$ cat src/rtl/tdc_split_pkg.sv
package tdc_split_pkg;
    localparam int TDC_CNT_W = 4;
    localparam int TDC_SYNC_STAGES = 2;

    typedef enum logic {
        SPAN_IDLE = 1'b0,
        SPAN_RUN  = 1'b1
    } span_state_e;
endpackage

$ cat src/rtl/edge_tap.sv
module edge_tap #(
    parameter int STAGES = tdc_split_pkg::TDC_SYNC_STAGES
) (
    input  logic clk,
    input  logic rst,
    input  logic evt_in,
    output logic first_q,
    output logic rise
);
    localparam int LAST = STAGES - 1;

    logic [LAST:0] chain_d, chain_q;

    always_comb begin
        chain_d[0] = evt_in;
        for (int i = 1; i <= LAST; i++) begin
            chain_d[i] = chain_q[i-1];
        end
    end

    always_ff @(posedge clk) begin
        if (rst) chain_q <= '0;
        else     chain_q <= chain_d;
    end

    assign first_q = chain_q[0];
    assign rise    = chain_q[0] & ~chain_q[1];
endmodule

$ cat src/rtl/span_counter.sv
module span_counter
    import tdc_split_pkg::*;
#(
    parameter int CNT_W = TDC_CNT_W
) (
    input  logic             clk,
    input  logic             rst,
    input  logic             start_rise,
    input  logic             stop_rise,
    output logic [CNT_W-1:0] count,
    output logic             ovf,
    output logic             done
);
    localparam logic [CNT_W-1:0] CNT_MAX = {CNT_W{1'b1}};
    localparam logic [CNT_W-1:0] CNT_ONE = {{(CNT_W-1){1'b0}}, 1'b1};

    typedef struct packed {
        span_state_e      state;
        logic [CNT_W-1:0] count;
        logic             ovf;
        logic             done;
    } span_regs_t;

    span_regs_t r_d, r_q;

    always_comb begin
        r_d      = r_q;
        r_d.done = 1'b0;
        case (r_q.state)
            SPAN_IDLE: begin
                if (start_rise) begin
                    r_d.ovf = 1'b0;
                    if (stop_rise) begin
                        r_d.count = '0;
                        r_d.done  = 1'b1;
                    end else begin
                        r_d.count = CNT_ONE;
                        r_d.state = SPAN_RUN;
                    end
                end
            end
            SPAN_RUN: begin
                if (stop_rise) begin
                    r_d.done  = 1'b1;
                    r_d.state = SPAN_IDLE;
                end else if (r_q.count == CNT_MAX) begin
                    r_d.ovf = 1'b1;
                end else begin
                    r_d.count = r_q.count + CNT_ONE;
                end
            end
            default: r_d.state = SPAN_IDLE;
        endcase
    end

    always_ff @(posedge clk) begin
        if (rst) begin
            r_q.state <= SPAN_IDLE;
            r_q.count <= '0;
            r_q.ovf   <= 1'b0;
            r_q.done  <= 1'b0;
        end else begin
            r_q <= r_d;
        end
    end

    assign count = r_q.count;
    assign ovf   = r_q.ovf;
    assign done  = r_q.done;
endmodule

$ cat src/rtl/interval_splitter.sv
module interval_splitter
    import tdc_split_pkg::*;
#(
    parameter int CNT_W  = TDC_CNT_W,
    parameter int STAGES = TDC_SYNC_STAGES
) (
    input  logic             clk,
    input  logic             rst,
    input  logic             start_in,
    input  logic             stop_in,
    output logic             start_res,
    output logic             stop_res,
    output logic [CNT_W-1:0] count,
    output logic             ovf,
    output logic             done
);
    logic start_q1, start_rise;
    logic stop_q1, stop_rise;

    edge_tap #(.STAGES(STAGES)) u_start_tap (
        .clk(clk), .rst(rst), .evt_in(start_in),
        .first_q(start_q1), .rise(start_rise)
    );

    edge_tap #(.STAGES(STAGES)) u_stop_tap (
        .clk(clk), .rst(rst), .evt_in(stop_in),
        .first_q(stop_q1), .rise(stop_rise)
    );

    // Residual windows close when the first flop of each chain has taken the event.
    assign start_res = start_in & ~start_q1;
    assign stop_res  = stop_in & ~stop_q1 & start_in;

    span_counter #(.CNT_W(CNT_W)) u_span (
        .clk(clk), .rst(rst),
        .start_rise(start_rise), .stop_rise(stop_rise),
        .count(count), .ovf(ovf), .done(done)
    );
endmodule

$ cat config.mk
export PLATFORM = sky130hd
export DESIGN_NAME = interval_splitter
export DESIGN_NICKNAME = d
export VERILOG_FILES = /design/src/rtl/tdc_split_pkg.sv /design/src/rtl/edge_tap.sv /design/src/rtl/span_counter.sv /design/src/rtl/interval_splitter.sv
export SDC_FILE = /design/constraint.sdc
export NUM_CORES = 1
export LEC_CHECK = 0
export BUFFER_PORTS_ARGS = -buffer_cell sky130_fd_sc_hd__buf_4
export CORE_AREA = 2 2 39 41
export DETAILED_ROUTE_END_ITERATION = 7
export DIE_AREA = 0 0 41 43
export PLACE_DENSITY_LB_ADDON = 0.25
export SLEW_MARGIN = 0
export SYNTH_ARGS = -nofsm -noshare
export SYNTH_HDL_FRONTEND = slang
export SYNTH_SLANG_ARGS = --single-unit
$ cat constraint.sdc
create_clock -name clk -period 1.7 [get_ports clk]
set_input_delay 0 -clock clk [delete_from_list [all_inputs] [get_ports clk]]
set_output_delay 0 -clock clk [all_outputs]
set_load 0.05 [all_outputs]
### Word level (Yosys, flattened, before mapping)

Index checks and enable logic that the tools add are counted.

* word-level logic and storage cells: 32
* output and inout bits: 8
* flip-flop bits (word level): 11

* equal/unequal tests: 5
* multiplexer cells: 8
* bitwise operators: 10
* reduce and logical (&&, ||, !) cells: 2
* add/sub/neg operators: 1

Operators by type and width (count)
* $pmux 7 s2: 1
* $ne 2x2->1 const B: 4
* $mux 7: 1
* $reduce_and 3->1: 2
* $and 1x1->1: 5
* $mux 5: 1
* $not 1->1: 5
* $add 4x1->4 const B: 1
* $eq 4x4->1 const B: 1
* $mux 1: 4
* $mux 4: 1

### Depth between registers and ports, before layout

Gate-level depths: netlist of run 1.

* depth in word-level cells: 5
* gate-level depth with buffers: 5
* mapped depth without buffers: 5

### Cells and area by module

Synthesis of run 1 repeated with hierarchy kept, for this count alone.

* cells, all modules: 54
* area, all modules: 499.2 sq um

By module, submodules not included
* span_counter: times used 1, area an instance 361.6 sq um, seq. area each 140.1 sq um, cells each 42
* edge_tap: times used 2, area an instance 61.3 sq um, seq. area each 40.0 sq um, cells each 5
* interval_splitter: times used 1, area an instance 15.0 sq um, seq. area each 0.0 sq um, cells each 2

### Worst setup path after synthesis of run 1

No wires, ideal clock.

* kind: register to register
* start: register, netlist name u_span.count[0]
* end: register, netlist name u_span.count[2]
* clock period less this slack: 1516 ps
* setup slack: 184 ps
* data arrival time: 1423 ps
* setup time: 92 ps
* buffers on the path: 0
* cell stages (with the launch flop): 6
* cell sequence: dfxtp_1 ha_1 nand3_2 nand3_2 nand2_2 o32ai_1

* longest elaborated chain between the ends: 4
* elaborated cells on any way between the ends: 7
* those cells by class: add/sub (1); eq/ne (2); mux (3); reduce/logical (1)

RTL lines
* $add 4x1->4: RTL line span_counter.sv:49 `r_d.count = r_q.count + CNT_ONE;`
* $mux 4: RTL line span_counter.sv:46 `end else if (r_q.count == CNT_MAX) begin`
* $mux 5: RTL line span_counter.sv:43 `if (stop_rise) begin`
* $pmux 7 s2: RTL line span_counter.sv:29 `case (r_q.state)`

Parallel ways exist; a longest one is shown, timed or not. The select of a mux whose other input is x is not followed.
A chain may end at the register's enable or synchronous reset.

### Final worst setup path of run 1

* start: register, netlist name u_span.count[0]
* end: register, netlist name u_span.count[3]

* longest elaborated chain between the ends: 4
* elaborated cells on any way between the ends: 7
* those cells by class: add/sub (1); eq/ne (2); mux (3); reduce/logical (1)

RTL lines (RTL line)
* $add 4x1->4: span_counter.sv:49
* $mux 4: span_counter.sv:46
* $mux 5: span_counter.sv:43
* $pmux 7 s2: span_counter.sv:29

Parallel ways exist; a longest one is shown, timed or not. The select of a mux whose other input is x is not followed.

==> results of run 1 <==
==> per-layer routing <==
| metal | up-vias | routed length [um] | global-route usage |
|---|---|---|---|
| met2 | 12 | 441 | 0.219 |
| li1 | 208 | - | - |
| met3 | 5 | 54 | 0.0314 |
| met4 | 0 | 45 | 0.140 |
| met5 | - | 0 | 0 |
| met1 | 181 | 369 | 0.155 |
==> flip-flops by register name, indices dropped and copies added (netlist names) <==
signal	flops
u_span.count	4
u_span.done	1
u_span.ovf	1
u_span.r_q	1
u_start_tap.chain_q	2
u_stop_tap.chain_q	2
==> Yosys cell counts <==
cell | n | share of area
a21oi_1 | 2 | 0.021
a21oi_2 | 1 | 0.019
a2bb2oi_1 | 1 | 0.019
and2b_1 | 2 | 0.032
buf_2 | 1 | 0.011
dfxtp_1 | 11 | 0.47
ha_1 | 1 | 0.027
inv_1 | 2 | 0.016
mux2_2 | 1 | 0.024
nand2_1 | 3 | 0.024
nand2_2 | 1 | 0.013
nand2b_2 | 2 | 0.037
nand3_1 | 3 | 0.032
nand3_2 | 2 | 0.043
nand4_1 | 1 | 0.013
nor2_1 | 4 | 0.032
nor2b_1 | 5 | 0.067
nor3_1 | 1 | 0.011
o21bai_1 | 1 | 0.016
o22a_1 | 1 | 0.019
o32ai_1 | 2 | 0.037
or2b_1 | 1 | 0.016
==> kinds of logic after synthesis <==
kind of cell             after synthesis  share of synthesized area
AO/OA/AOI/OAI                          8                      0.131
adder cells (fa/ha/maj)                1                     0.0267
buffers and inverters                  3                     0.0267
flip-flops                            11                      0.471
multiplexers                           1                     0.0241
AND/OR/NAND/NOR                       25                      0.321
==> power breakdown <==
part	internal, uW	switching, uW	leakage, uW
combinational	34.8	45.3	0.000158
clock	90.9	84.1	0.0000150
sequential	267	8.10	0.0000899
==> worst max path at each step <==
stage / startpoint / end / slack (ps) / cells past startpoint
floorplan: u_span.count[0] / u_span.count[2] / 180 / 5
global placement: u_span.count[0] / u_span.count[2] / 510 / 5
detailed placement: u_span.count[0] / u_span.count[2] / 460 / 5
CTS: u_span.count[0] / u_span.count[2] / 450 / 5
global route: u_span.count[0] / u_span.count[3] / 340 / 5
finish: u_span.count[0] / u_span.count[3] / 470 / 5
==> worst max-delay path, cell delays in order (launching register included) <==
cell and delay, ps:
dfxtp_1 410, ha_1 230, nand3_2 120, nand3_2 130, nand2_2 60, o32ai_1 210
==> metrics by stage <==
step                hold WS [ps]  area (um^2)  power, uW  instances
CTS                          490          642        540         84
global placement             224          566        351         75
global route                 531          642        565         84
finish                       486          642        530         84
detailed placement           229          566        353         75
floorplan                    128          468        331         49
==> layout by cell type (no fill, tap or decap) <==
| master | synthesis | final |
|---|---|---|
| a21oi_1 | 2 | 2 |
| nand3_2 | 2 | 2 |
| nor3_1 | 1 | 1 |
| o32ai_1 | 2 | 2 |
| a2bb2oi_1 | 1 | 1 |
| nand2b_2 | 2 | 2 |
| clkbuf_4 | 0 | 3 |
| a21oi_2 | 1 | 1 |
| o21bai_1 | 1 | 1 |
| mux2_2 | 1 | 1 |
| nand2_1 | 3 | 3 |
| dfxtp_1 | 11 | 11 |
| nor2_1 | 4 | 4 |
| nand4_1 | 1 | 1 |
| dlygate4sd3_1 | 0 | 5 |
| ha_1 | 1 | 1 |
| o22a_1 | 1 | 1 |
| inv_1 | 2 | 2 |
| or2b_1 | 1 | 1 |
| clkbuf_1 | 0 | 1 |
| nand3_1 | 3 | 3 |
| nor2b_1 | 5 | 5 |
| and2b_1 | 2 | 2 |
| buf_4 | 0 | 11 |
| nand2_2 | 1 | 1 |
==> final cells by class <==
cell class	instances	share of cell area
Clock buffer	4	0.0409
Inverter	2	0.0117
Multi-Input combinational cell	35	0.366
Sequential cell	11	0.343
Tap cell	16	0.0312
Timing Repair Buffer	16	0.207
==> impl_results.md, run 1 <==
- Outcome: finished, final reports clean
- H-tree Lvls: 1
- Final min period: 1230 ps
- Hold path depth: 1
- FF-to-FF End: u_span.count[3]
- DR iter-0 viols: 1
- Post-CTS Setup Bufs: 0
- Total gr overflow: 0
- Area Overhead vs Synth: 37.2%
- # rows: 14
- Critical path endpoint category: register
- Final setup fails: 0
- Post_cts resized: 0
- Dpl ws: 462 ps
- Antenna Nets Post-Route: 0
- Arrival @ worst endpoint: 1410 ps
- Num CTS Buffers: 3
- Setup TNS: 0 ps
- Die area: 1760 um^2
- Seq cells post-synth: 11
- Hold Buf Count CTS: 5
- Avg Cell Area, Syn: 9.55 um^2
- Final-report hold violation count: 0
- Final period util: 0.726
- Hold Crit Class: register to register
- Largest net degree at the start of global routing: 12
- Clock buffer depth: 2
- Max-cap violation count: 0
- Leakage power: 0.000263 uW
- R2R Setup Slk: 470 ps
- Worst Max-Slew Pin Slew: 211 ps
- Crit path max fanout: 5
- Reg-to-Reg Start: u_span.count[0]
- Initial Utilization: 0.338
- Final wirelength: 911 um
- Multi-input logic area: 235 um^2
- Syn_nets: 54
- Worst EP required: 1880 ps
- Netlist cell types: 22
- Fmax: 810 MHz
- Maximum VDD drop: 0.501 mV
- Total number of yosys warnings: 0
- Post-synthesis sequential area ratio: 0.471
- Height of the chip: 43 um
- Clock transition at path regs: 70 ps
- Tot GR Track Use: 0.146
- HP Start: u_start_tap.chain_q[0]
- Crit path launch type: register
- CTS Sinks: 11
- Initial antenna violation count: 0
- Die X: 41 um
- GPL Wtd Cong: 0.712
- Setup Crit Path Kind: register to register
- Util after Layout: 0.464
- Skew-Pair Late Insertion Delay: 270 ps
- Layout cell share with drive strength beyond 1: 0.309
- Root Buffer: clkbuf_4
- CTS tree: built
- WL/cell: 10.8 um
- DRC Markers: 0
- Fillers: 138
- Unrepaired setup endpoints after global routing: no
- Mapped Area: 468 um^2
- IO buf count: 11
- Vias per inst: 4.83
- Antenna fix cells: 0
- Hold EP: u_start_tap.chain_q[1]
- Post-synthesis cell count: 49
- Final worst-path setup slack: 466 ps
- Slew margin rel.: 0.859
- Pwr Density: 826 nW/um^2
- First-pass GRT wire length: 1610 um
- Clock Skews: 4.51 ps
- Number of global-route vias before repair: 400
- Cell depth of the worst flop-to-flop path: 5
- Max-slew violation count: 0
- Reg area: 220 um^2
- First-pass DRT Iterations: 2
- Via count: 406
- Area of the core: 1380 um^2
- Fin nets: 74
- IO Pins: 12
(Power assumes the default switching activity.)
==> run 2, diff against run 1 <==
==> constraint.sdc (replaced) <==
create_clock -name clk -period 1.2 [get_ports clk]
set_input_delay 0 -clock clk [delete_from_list [all_inputs] [get_ports clk]]
set_output_delay 0 -clock clk [all_outputs]
set_load 0.05 [all_outputs]
==> run 2 against run 1 <==
- setup slack worse by 440 ps
- clock power up 39%
- sequential cell count unchanged
==> impl_results.md, run 2 (same netlist as run 1, synthesis figures left out) <==
- Fmax: 854 MHz
- Worst path bufs/invs: 3
- Max-slew violation count: 0
- Die X: 41 um
- Via count: 410
- IO Pins: 12
- R2R Setup Slk: 80 ps
- Layout cell share with drive strength beyond 1: 0.397
- Arrival @ worst endpoint: 1320 ps
- Largest net degree at the start of global routing: 12
- Total gr overflow: 0
- First-pass GRT wire length: 1430 um
- Largest registers: u_span.count (4), u_start_tap.chain_q (2), u_stop_tap.chain_q (2)
- Clock buffer depth: 2
- # rows: 14
- Worst Max-Slew Pin Slew: 228 ps
- Height of the chip: 43 um
- Final wirelength: 838 um
- Reg-to-Reg Start: u_span.count[0]
- Final min period: 1170 ps
- Crit path max fanout: 2
- DP Wirelength: 629 um
- CP most frequent cell: dlygate4sd3_1
- Commonest non-fill, non-tap cell in the layout: buf_4
- Cell depth of the worst flop-to-flop path: 5
- Family with the most delay on the worst path: buffers and inverters
- Maximum VDD drop: 0.613 mV
- Setup TNS: 0 ps
- Hold path depth: 1
- Area of the core: 1380 um^2
- Max-cap violation count: 0
- Leakage power: 0.000265 uW
- FF-to-FF End: u_span.count[0]
- Cell Count, Final, Fillers Out: 84
- Most frequent cells in the layout: 11 x buf_4, 7 x dfxtp_1, 5 x nor2b_1, 5 x dlygate4sd3_1, 4 x nor2_1
- DR iter-0 viols: 4
- CP Cell Sequence: dlygate4sd3_1 > buf_4 > nor2b_1 > dlygate4sd3_1
- Metal-1 WL: 371 um
- Critical path endpoint category: register
- WL met3: 45 um
- Clock Skews: 4.08 ps
- Unrepaired setup endpoints after global routing: no
- Slew margin rel.: 0.848
- CP max-delay cell: dlygate4sd3_1
- DR top layer: met4
- Fin area: 687 um^2
- Setup Crit Path Kind: primary input to register
- Crit path launch type: primary input
- Antenna Nets Post-Route: 0
- GPL Wtd Cong: 0.729
- Final setup fails: 0
- Placed Instances: 75
- Hold slack: 484 ps
- Die area: 1760 um^2
- Worst EP required: 1350 ps
- Met2 WL: 406 um
- Root Buffer: clkbuf_4
- Pwr Density: 1090 nW/um^2
- Antenna fix cells: 0
- Number of global-route vias before repair: 362
- Fin nets: 74
- Final period util: 0.976
- H-tree Lvls: 1
- Max reg flops: 4
- Initial Utilization: 0.338
- Post-CTS Setup Bufs: 0
- Post-Place Cell Area: 588 um^2
- DRC Markers: 0
- CTS tree: built
- First-pass DRT Iterations: 4
- Hold Crit Class: register to register
- Skew-Pair Late Insertion Delay: 260 ps
- Num CTS Buffers: 3
- Tot GR Track Use: 0.129
- Initial antenna violation count: 0
- Outcome: finished, final reports clean
- WL/cell: 9.98 um
- Final-report hold violation count: 0
- Clock transition at path regs: 70 ps
- IO buf count: 11
- CTS Sinks: 11
- Area Overhead vs Synth: 46.8%
- CP peak stage delay: 540 ps
- Vias per inst: 4.88
- Hold EP: u_start_tap.chain_q[1]
- HP Start: u_start_tap.chain_q[0]
- Register with the most flip-flops: u_span.count
- Fillers: 139
-- run 2: stage by stage --
step	total power [uW]	utilization	worst slack, ps
2_1_floorplan	470	-	43.0
3_3_place_gp	499	0.425	99.7
3_5_place_dp	500	0.425	86.0
4_1_cts	761	0.480	38.9
5_1_grt	802	0.496	8.65
6_report	750	0.496	28.6
-- run 2: area by class of cell --
cell class	instances	area [um^2]	share of cell area
inverter	2	7.51	0.0109
timing repair buffer	16	133	0.193
clock buffer	4	26.3	0.0383
sequential	11	230	0.335
tap	16	20.0	0.0291
multi-input combinational	35	270	0.393
-- run 2: worst register-to-register path, stage by stage, from the launching register on --
cell and delay, ps:
dfxtp_4 360, ha_4 170, nand3_4 100, nand3_4 90, o22a_1 230, a21oi_2 100
-- run 2: metal layers --
metal	global-route usage	up-vias
li1	-	209
met1	0.143	190
met2	0.178	9
met3	0.0314	2
met4	0.140	0
met5	0	-
-- run 2: repair_timing --
action | 4_1_cts | 5_1_grt
setup endpoints to repair | 0 | 2
hold buffers | 5 | 0
gates resized for setup | 0 | 3
hold endpoints to repair | 7 | 0
-- run 2: power breakdown --
group,internal (uW),leakage (uW),total [uW],switching (uW)
Clock,128,0.0000150,244,115
Sequential,376,0.0000924,390,13.7
Combinational,51.3,0.000158,116,65.1
Total,556,0.000265,750,194
-- run 2: worst max path at each step --
stage | cells after the start | endpoint | start
finish | 4 | u_stop_tap.chain_q[0] | stop_in
global route | 5 | u_span.count[0] | u_span.count[0]
CTS | 4 | u_start_tap.chain_q[0] | start_in
detailed placement | 5 | u_span.count[0] | u_span.count[0]
global placement | 5 | u_span.count[0] | u_span.count[0]
floorplan | 5 | u_span.count[3] | u_span.count[0]
==> run 3, diff against run 2 <==
--- a/config.mk
+++ b/config.mk
@@ -6,9 +6,11 @@
 export NUM_CORES = 1
 export LEC_CHECK = 0
 export BUFFER_PORTS_ARGS = -buffer_cell sky130_fd_sc_hd__buf_4
-export CORE_AREA = 2 2 39 41
+export CAP_MARGIN = 20
+export CELL_PAD_IN_SITES_DETAIL_PLACEMENT = 0
+export CELL_PAD_IN_SITES_GLOBAL_PLACEMENT = 1
+export CORE_UTILIZATION = 35
 export DETAILED_ROUTE_END_ITERATION = 7
-export DIE_AREA = 0 0 41 43
 export PLACE_DENSITY_LB_ADDON = 0.25
 export SLEW_MARGIN = 0
 export SYNTH_ARGS = -nofsm -noshare
==> run 3 against run 2 <==
- via count is 4.4% lower
- core utilization is 6.7 points higher
- fmax hardly changed
- sequential cell count stayed put
- total power is 0.74% lower
- setup slack better by 1.1 ps
- largest power group unchanged
==> impl_results.md, run 3 (same netlist as run 1, synthesis figures left out) <==
- Cell depth of the worst flop-to-flop path: 5
- Largest registers: u_span.count (4), u_start_tap.chain_q (2), u_stop_tap.chain_q (2)
- DRC Markers: 0
- Critical path endpoint category: register
- Antenna fix cells: 0
- Initial antenna violation count: 0
- Most frequent cells in the layout: 11 x buf_4, 7 x dfxtp_1, 5 x nor2b_1, 4 x nor2_1, 4 x dlygate4sd3_1
- Root Buffer: clkbuf_4
- Skew-Pair Late Insertion Delay: 260 ps
- Max-slew violation count: 0
- Tot GR Track Use: 0.141
- CP peak stage delay: 540 ps
- GRT met3 Usage: 0.0523
- IO Pins: 12
- Met1 global-route usage: 0.175
- Crit path launch type: primary input
- Final-report hold violation count: 0
- Clock Skews: 0.272 ps
- Number of global-route vias before repair: 315
- Post-Place Cell Area: 586 um^2
- Outcome: finished, final reports clean
- Final setup fails: 0
- Worst Max-Slew Pin Slew: 224 ps
- Clock buffer depth: 2
- First-pass GRT wire length: 1350 um
- Crit path capture: u_stop_tap.chain_q[0]
- Maximum VDD drop: 0.637 mV
- Pwr Density: 1130 nW/um^2
- CTS tree: built
- Register with the most flip-flops: u_span.count
- Height of the chip: 38.6 um
- Initial Utilization: 0.400
- Setup Crit Path Kind: primary input to register
- Final wirelength: 835 um
- CP startpoint: stop_in
- Commonest non-fill, non-tap cell in the layout: buf_4
- # rows: 12
- Crit path max fanout: 2
- Vias per inst: 4.84
- Busiest layer in global routing: met2
- First-pass DRT Iterations: 2
- Fin nets: 73
- FF-to-FF End: u_span.count[0]
- Area of the core: 1170 um^2
- Final period util: 0.975
- WL/cell: 10.3 um
- Die X: 38.6 um
- DP Wirelength: 608 um
- Setup TNS: 0 ps
- IO buf count: 11
- Cell Count, Final, Fillers Out: 81
- Final worst-path setup slack: 29.8 ps
- Layout cell share with drive strength beyond 1: 0.388
- H-tree Lvls: 1
- CP most frequent cell: dlygate4sd3_1
- Reg-to-Reg Start: u_span.count[0]
- Worst EP required: 1350 ps
- Num CTS Buffers: 3
- Unrepaired setup endpoints after global routing: no
- Antenna Nets Post-Route: 0
- Fmax: 855 MHz
- Clock transition at path regs: 60 ps
- Placed Instances: 73
- Max reg flops: 4
- Final min period: 1170 ps
- Max-cap violation count: 0
- Fin area: 659 um^2
- DR iter-0 viols: 1
- Dpl ws: 69.3 ps
- CP Cell Sequence: dlygate4sd3_1 > buf_4 > nor2b_1 > dlygate4sd3_1
- Total gr overflow: 0
- Area Overhead vs Synth: 40.9%
- Global routing met2 resource utilization: 0.196
- Die area: 1490 um^2
- CP max-delay cell: dlygate4sd3_1
- Slew margin rel.: 0.850
- CTS Sinks: 11
- Hold Crit Class: register to register
- Largest net degree at the start of global routing: 12
- Via count: 392
- Arrival @ worst endpoint: 1320 ps
- GPL Wtd Cong: 0.678
- R2R Setup Slk: 70 ps
- Leakage power: 0.000258 uW
==> run 3: cell count changes in the layout (fill, tap and decap cells not counted), sizes merged <==
cell,before,now
dlygate4sd3,5,4
==> run 3: stage by stage <==
stage | utilization | total power, uW | hold WS (ps)
6_report | 0.563 | 745 | 487
5_1_grt | 0.563 | 788 | 492
4_1_cts | 0.557 | 757 | 486
3_5_place_dp | 0.500 | 501 | 232
3_3_place_gp | 0.500 | 500 | 225
2_1_floorplan | - | 470 | 128
==> run 3: metal layers <==
layer | vias to the layer above | part of all wire | wire length (um)
met1 | 170 | 0.46 | 386
met3 | 2 | 0.050 | 42
li1 | 209 | - | -
met2 | 11 | 0.47 | 390
met4 | 0 | 0.018 | 15
met5 | - | 0 | 0
==> run 3: what timing repair did <==
action                                  in CTS  in global routing
endpoints found under the setup margin       0                  1
setup buffers                                0                  0
hold buffers                                 4                  0
endpoints found under the hold margin        7                  0
resized for setup                            0                  1
==> run 3: final cells by class <==
cell class	count	area, um^2
fillers	125	512
multi-input cells	35	255
flip-flops and latches	11	230
repair buffers	15	123
clock buffers	4	26.3
well taps	14	17.5
inverters	2	7.51
==> run 3: worst min-delay path by stage <==
stage	startpoint	end	slack, ps	cells past startpoint
after floorplan	start_in	u_start_tap.chain_q[0]	130	1
after global routing	u_start_tap.chain_q[0]	u_start_tap.chain_q[1]	490	1
after CTS	u_start_tap.chain_q[0]	u_start_tap.chain_q[1]	490	1
after detailed placement	stop_in	u_stop_tap.chain_q[0]	230	2
after global placement	stop_in	u_stop_tap.chain_q[0]	230	2
final	u_start_tap.chain_q[0]	u_start_tap.chain_q[1]	490	1
==> run 3: critical path: cells and delay by family <==
kind	cells	cell delay (ps)
AND/OR/NAND/NOR	1	110
buffers and inverters	3	1210
==> run 3: power breakdown <==
group          internal, uW  switching, uW
clock network           128            113
logic                  48.9           64.0
registers               376           14.2
